### src/rtl/chan_flag_idxclr.sv
module chan_flag_idxclr #(
  parameter int NCH  = 64,
  parameter int DW   = 32,
  parameter int AW   = 4,
  parameter int CMDW = 8
) (
  input  logic            clk,
  input  logic            rst_n,
  input  logic [NCH-1:0]  set_i,
  input  logic            bus_valid,
  input  logic            bus_write,
  input  logic [AW-1:0]   bus_addr,
  input  logic [DW-1:0]   bus_wdata,
  input  logic [DW/8-1:0] bus_wstrb,
  output logic [DW-1:0]   bus_rdata,
  output logic [NCH-1:0]  flags_o
);
  localparam int HALVES = NCH / DW;
  localparam int IDXW   = $clog2(NCH);
  localparam int FLDW   = CMDW - 1;
  localparam int WIW    = AW - 2;

  logic [NCH-1:0] flags_q, clr_mask;
  wire  [WIW-1:0] word_idx = bus_addr[AW-1:2];
  wire            cmd_hit  = bus_valid & bus_write & (word_idx == WIW'(HALVES)) & bus_wstrb[0];
  wire  [FLDW-1:0] cmd     = bus_wdata[FLDW-1:0];
  wire            clr_all  = cmd[FLDW-1];
  wire  [IDXW-1:0] idx     = cmd[IDXW-1:0];

  always_comb begin
    clr_mask = '0;
    if (cmd_hit) begin
      if (clr_all) clr_mask = '1;
      else         clr_mask[idx] = 1'b1;
    end
  end

  always_ff @(posedge clk or negedge rst_n)
    if (!rst_n) flags_q <= '0;
    else        flags_q <= (flags_q & ~clr_mask) | set_i;

  always_comb begin
    bus_rdata = '0;
    if (bus_valid && !bus_write)
      for (int h = 0; h < HALVES; h++)
        if (word_idx == WIW'(h)) bus_rdata = flags_q[h*DW +: DW];
  end

  assign flags_o = flags_q;

  wire unused_ok = ^{bus_addr[1:0], bus_wdata[DW-1:FLDW], bus_wstrb[DW/8-1:1]};
endmodule

### config.mk
export PLATFORM = sky130hd
export DESIGN_NAME = chan_flag_idxclr
export DESIGN_NICKNAME = d
export VERILOG_FILES = /design/src/rtl/chan_flag_idxclr.sv
export SDC_FILE = /design/constraint.sdc
export NUM_CORES = 1
export LEC_CHECK = 0
export BUFFER_PORTS_ARGS = -buffer_cell sky130_fd_sc_hd__buf_2
export CAP_MARGIN = 30
export CORE_ASPECT_RATIO = 1.1
export CORE_UTILIZATION = 43
export DETAILED_ROUTE_END_ITERATION = 10
export HOLD_SLACK_MARGIN = 0.12
export PLACE_DENSITY_LB_ADDON = 0.3
export SYNTH_ARGS = -nofsm -noshare
export SYNTH_HDL_FRONTEND = slang
export SYNTH_SLANG_ARGS = --single-unit
### constraint.sdc
create_clock -name clk -period 1.2 [get_ports clk]
set_input_delay 0.24 -clock clk [delete_from_list [all_inputs] [get_ports clk]]
set_output_delay 0.24 -clock clk [all_outputs]
set_load 0.02 [all_outputs]
Yosys cells after proc, flatten, opt, wreduce, memory -nomap -nowiden
Cells that the tools add are included.
{"block": "word_totals", "ff_bits": 64, "elab_cells": 22}
{"block": "op_classes", "bitwise_logic": 6, "reduce_logical": 4, "eq_ne": 2, "mux": 7, "order_cmp": 2}
{"op": "2-to-1 mux 64 bit", "n": 2}
{"op": "2-to-1 mux 32 bit", "n": 3}
{"op": "AND 64 bit", "n": 1}
{"op": "inverter 64 bit", "n": 1}
{"op": "bitwise OR 64 bit", "n": 1}
{"op": "less-than comparator 6 x 7 -> 1 bit (second input constant)", "n": 1}
{"op": "demux 1 bit (select 6 bit)", "n": 1}
{"op": "greater-or-equal comparator 6 x 1 -> 1 bit (second input constant)", "n": 1}
{"op": "AND 1 bit", "n": 3}
{"op": "== test 2 x 1 -> 1 bit (second input constant)", "n": 1}
{"op": "== test 2 bit (second input constant)", "n": 1}
{"op": "logical AND 1 bit", "n": 2}
{"op": "zero test 2 bit", "n": 1}
{"op": "zero test 1 bit", "n": 1}
{"op": "2-to-1 mux 1 bit", "n": 1}

Depth between registers and ports, before layout
{"block": "logic_depth", "word_depth": 9, "mapped_depth": 6}

Worst setup path before layout
Ideal clock, no wire load.
{"block": "synth_timing", "path_type": "input to output", "start": "in bus_write", "end": "out bus_rdata[10]", "arrival_ps": 1177, "required_time_ps": 960, "path_buffers": 2, "path_stages": 4, "path_slack_ps": -217, "cell_sequence": "or3b_1 -> buf_2 -> buf_6 -> nor2_1"}
{"block": "synth_between", "elab_chain_len": 3}
{"item": "start, declared", "line": "11", "source": "input logic bus_write,"}
{"item": "zero test 1 bit", "line": "44", "source": "if (bus_valid && !bus_write)"}
{"item": "logical AND 1 bit", "line": "44"}
{"item": "2-to-1 mux 32 bit", "line": "44"}
{"item": "end, declared", "line": "15", "source": "output logic [DW-1:0] bus_rdata,"}
No other way between the ends.

Worst setup path in the final report
{"block": "layout_timing", "start": "in bus_write", "end": "out bus_rdata[18]"}
Same word-level chain as after synthesis.

==> summary.md <==
| Metric | Value |
|---|---|
| Final net count | 837 |
| DP Wirelength | 10.79 mm |
| Slowest stage cell on the critical path | sky130_fd_sc_hd__or3b_4 |
| Netlist Area Pre-Place | 4377 um^2 |
| Proportion of power drawn by the clock network | 32.8% |
| DRC violations left | 13 |
| Post-synthesis cell type with the largest combined area | sky130_fd_sc_hd__dfrtp_1 |
| Count of antenna diodes in the layout | 0 |
| Cells after Synth | 530 |
| Clock transition at the registers of the reported paths | 0.06 ns |
| Number of antenna violations at the first check in global routing | 0 |
| Area of the placeable core | 9889 um^2 |
| Commonest non-fill, non-tap cell in the layout | sky130_fd_sc_hd__buf_2 |
| Post-synthesis sequential area ratio | 36.59% |
| Total of fill cells in the finished design | 766 |
| Number of flip-flops under the largest register name | 64 |
| Top cell type's share of synthesized area | 36.59% |
| Result of the run | complete, but fails checks |
| Synth-to-layout area growth | 55.77% |
| Final global-route overflow total | 0 |
| Cell family with the largest share of critical-path delay | simple AND/OR/NAND/NOR gates |
| First-iteration detailed-routing DRC count | 462 |
| Violations in the final reports | DRC, setup timing |
| Area of combinational cells with multiple inputs | 2798 um^2 |
| Relative contribution of sequential cells to total power | 42.7% |
| Number of sinks on the clock net | 64 |
| Average via count per standard cell | 6.293 |
| Via Count | 5368 |
| Synth Register Bits | 64 |
| Post-Place Worst Slack | -0.2826 ns |
| Largest net degree at the start of global routing | 65 |
| Least setup slack across all paths after layout | -0.2597 ns |
| Net count after synthesis | 638 |
| PD cells | 761.6 nW/um^2 |
| # placed instances | 809 |
| Max-cap viol count | 0 |
| Die Footprint | 10590 um^2 |
| Number of pins with negative max-slew slack in the final report | 0 |
| Commonest cells after routing, fill and taps aside | 105 x sky130_fd_sc_hd__buf_2, 84 x sky130_fd_sc_hd__buf_6 |
| Worst min-delay path class | in2reg |
| Die width | 98.19 um |
| Maximum ir drop on the vdd rail | 0.4206 mV |
| Sequential Area | 1602 um^2 |
| Global router's overall resource usage | 30.46% |
| Worst hold slack | 0.1961 ns |
| Clock root buffer master | sky130_fd_sc_hd__clkbuf_8 |
| Sum of negative setup slack | -8.758 ns |
| Level count of the clock H-tree | 3 |
| Library cells used by synthesis | 18 |
| Fin crit period | 1.460 ns |
| Required time worst endpoint | 0.96 ns |
| Number of core rows | 38 |
| Average wire per cell in the routed design | 19.56 um |
| Startpoint class of the critical path | input port |
| Detailed-router iteration count before antenna repair | 8 |
| Clock latency of the later-clocked register in the worst-skew pair | 0.35 ns |
| Transition time of the tightest slew-check pin | 0.4281 ns |
| Critical path class | in2out |
| GPL Wtd Cong | 0.7789 |
| Setup-failing EPs final | 53 |
| CP most frequent cell | sky130_fd_sc_hd__buf_6 |
| Maximum clock insertion buffer count | 2 |
| Via count of the first global-routing pass | 4944 |
| Final critical-path share of the clock period | 121.6% |
| Yosys warning count | 0 |
| Data arrival at the endpoint of the critical path | 1.22 ns |
| Clk_skew | 0 ns |
| Maximum achievable frequency | 685.1 MHz |
| Pleak | 2.440 nW |
| Total clock buffers created by CTS | 9 |
| Switching Power | 0.001603 W |
| Setup slack, reg-to-reg | 0.19 ns |
| Sum of routed wire length over all layers | 16.69 mm |
| Headroom to the max-slew limit | 71.37% |
| Final standard cell count with taps included and fillers excluded | 853 |
| Number of primary I/O pins | 204 |
| Syn avg cell area | 8.258 um^2 |
| Sw frac | 30.87% |
| Largest fanout of any net on the critical path | 18 |
| Type of element capturing the critical path | output pin |
| TritonCTS clock tree | yes |
| Post-route ant nets | 0 |
| Part of the power in combinational logic | 24.5% |
| Cells along the critical path | buf_6 > or3b_4 > buf_12 > nor2_4 > buf_6 |
| Die height | 107.8 um |
| Top cells by area in the synthesized netlist | sky130_fd_sc_hd__dfrtp_1 37%, sky130_fd_sc_hd__nand4b_1 13%, sky130_fd_sc_hd__o22ai_1 9.1% |
| Number of I/O port buffers | 173 |
| Global-route wire length before repair | 25.34 mm |
| Proportion of layout cells with a drive suffix above 1 | 44.20% |
| RSZ-0062 raised after global routing | yes |
| Slowest Stage Delay on Critical Path | 0.42 ns |
| Internal Dissipation | 0.003590 W |
| Final Hold Fails | 0 |
| Buf/Inv on CP | 3 |
| Initial core utilization | 44.26% |
-- power groups by stage --
stage	combinational [W]	clock (W)	sequential, W
2_1_floorplan	0.000578	0	0.00228
3_3_place_gp	0.00109	0	0.00225
3_5_place_dp	0.00111	0	0.00225
4_1_cts	0.00117	0.00171	0.00221
5_1_grt	0.00135	0.00181	0.00222
6_report	0.00127	0.00170	0.00222
-- final timing paths --
path	start	cells past startpoint	endpoint
min reg2reg	flags_o[21]$_DFF_PN0_	2	flags_o[21]$_DFF_PN0_
min	set_i[57]	3	flags_o[57]$_DFF_PN0_
min in group asynchronous	rst_n	3	flags_o[28]$_DFF_PN0_
max reg2reg	flags_o[13]$_DFF_PN0_	4	flags_o[13]$_DFF_PN0_
max in group asynchronous	rst_n	3	flags_o[1]$_DFF_PN0_
max	bus_write	5	bus_rdata[18]
-- area by class of cell --
class | count | area share [%]
clock buffers | 15 | 2.441
multi-input cells | 403 | 41.03
flip-flops and latches | 64 | 23.49
repair buffers | 251 | 30.83
well taps | 120 | 2.202
-- per-layer routing --
metal,part of all wire (%),vias up,global-route usage (%),routed length [um]
li1,-,2391,-,-
met1,39,2579,38.80,6519
met2,49,332,50.05,8121
met3,7.7,66,4.416,1292
met4,4.5,0,16.42,753
met5,0,-,0,0
-- timing repair --
action / CTS / global route
hold buffers: 1 / 0
hold endpoints to repair: 64 / 0
pin swaps: 1 / 9
endpoints found under the setup margin: 41 / 74
buffers inserted: 10 / 23
resized for setup: 66 / 119
-- synth_stat cells --
library cell,n
sky130_fd_sc_hd__a21oi_1,64
sky130_fd_sc_hd__buf_2,25
sky130_fd_sc_hd__buf_4,7
sky130_fd_sc_hd__buf_6,6
sky130_fd_sc_hd__clkbuf_1,24
sky130_fd_sc_hd__clkbuf_2,1
sky130_fd_sc_hd__dfrtp_1,64
sky130_fd_sc_hd__mux2i_1,32
sky130_fd_sc_hd__nand2_1,1
sky130_fd_sc_hd__nand3_1,2
sky130_fd_sc_hd__nand3b_1,6
sky130_fd_sc_hd__nand3b_4,1
sky130_fd_sc_hd__nand4b_1,64
sky130_fd_sc_hd__nor2_1,96
sky130_fd_sc_hd__nor3_1,64
sky130_fd_sc_hd__o22ai_1,64
sky130_fd_sc_hd__or3_1,2
sky130_fd_sc_hd__or3b_1,7
-- worst register-to-register path, delay by kind of cell, from the launching register on --
kind / cells / cell delay (ns)
flip-flops: 1 / 0.42
buffers and inverters: 2 / 0.26
AO/OA/AOI/OAI: 2 / 0.22
-- cells by family after synthesis --
group / count (synthesis) / synth area share (%)
compound gates: 128 / 16.47
buf+inv: 63 / 7.776
flops: 64 / 36.59
mux: 32 / 7.319
simple gates: 243 / 31.85
-- stage by stage --
step	cell area (um^2)	util [%]	power, W
floorplan	4639	-	0.002861
global placement	5818	58.83	0.003340
detailed placement	5818	58.83	0.003366
CTS	6274	63.44	0.005094
global route	6818	68.94	0.005373
finish	6818	68.94	0.005193
(Power assumes the default switching activity.)
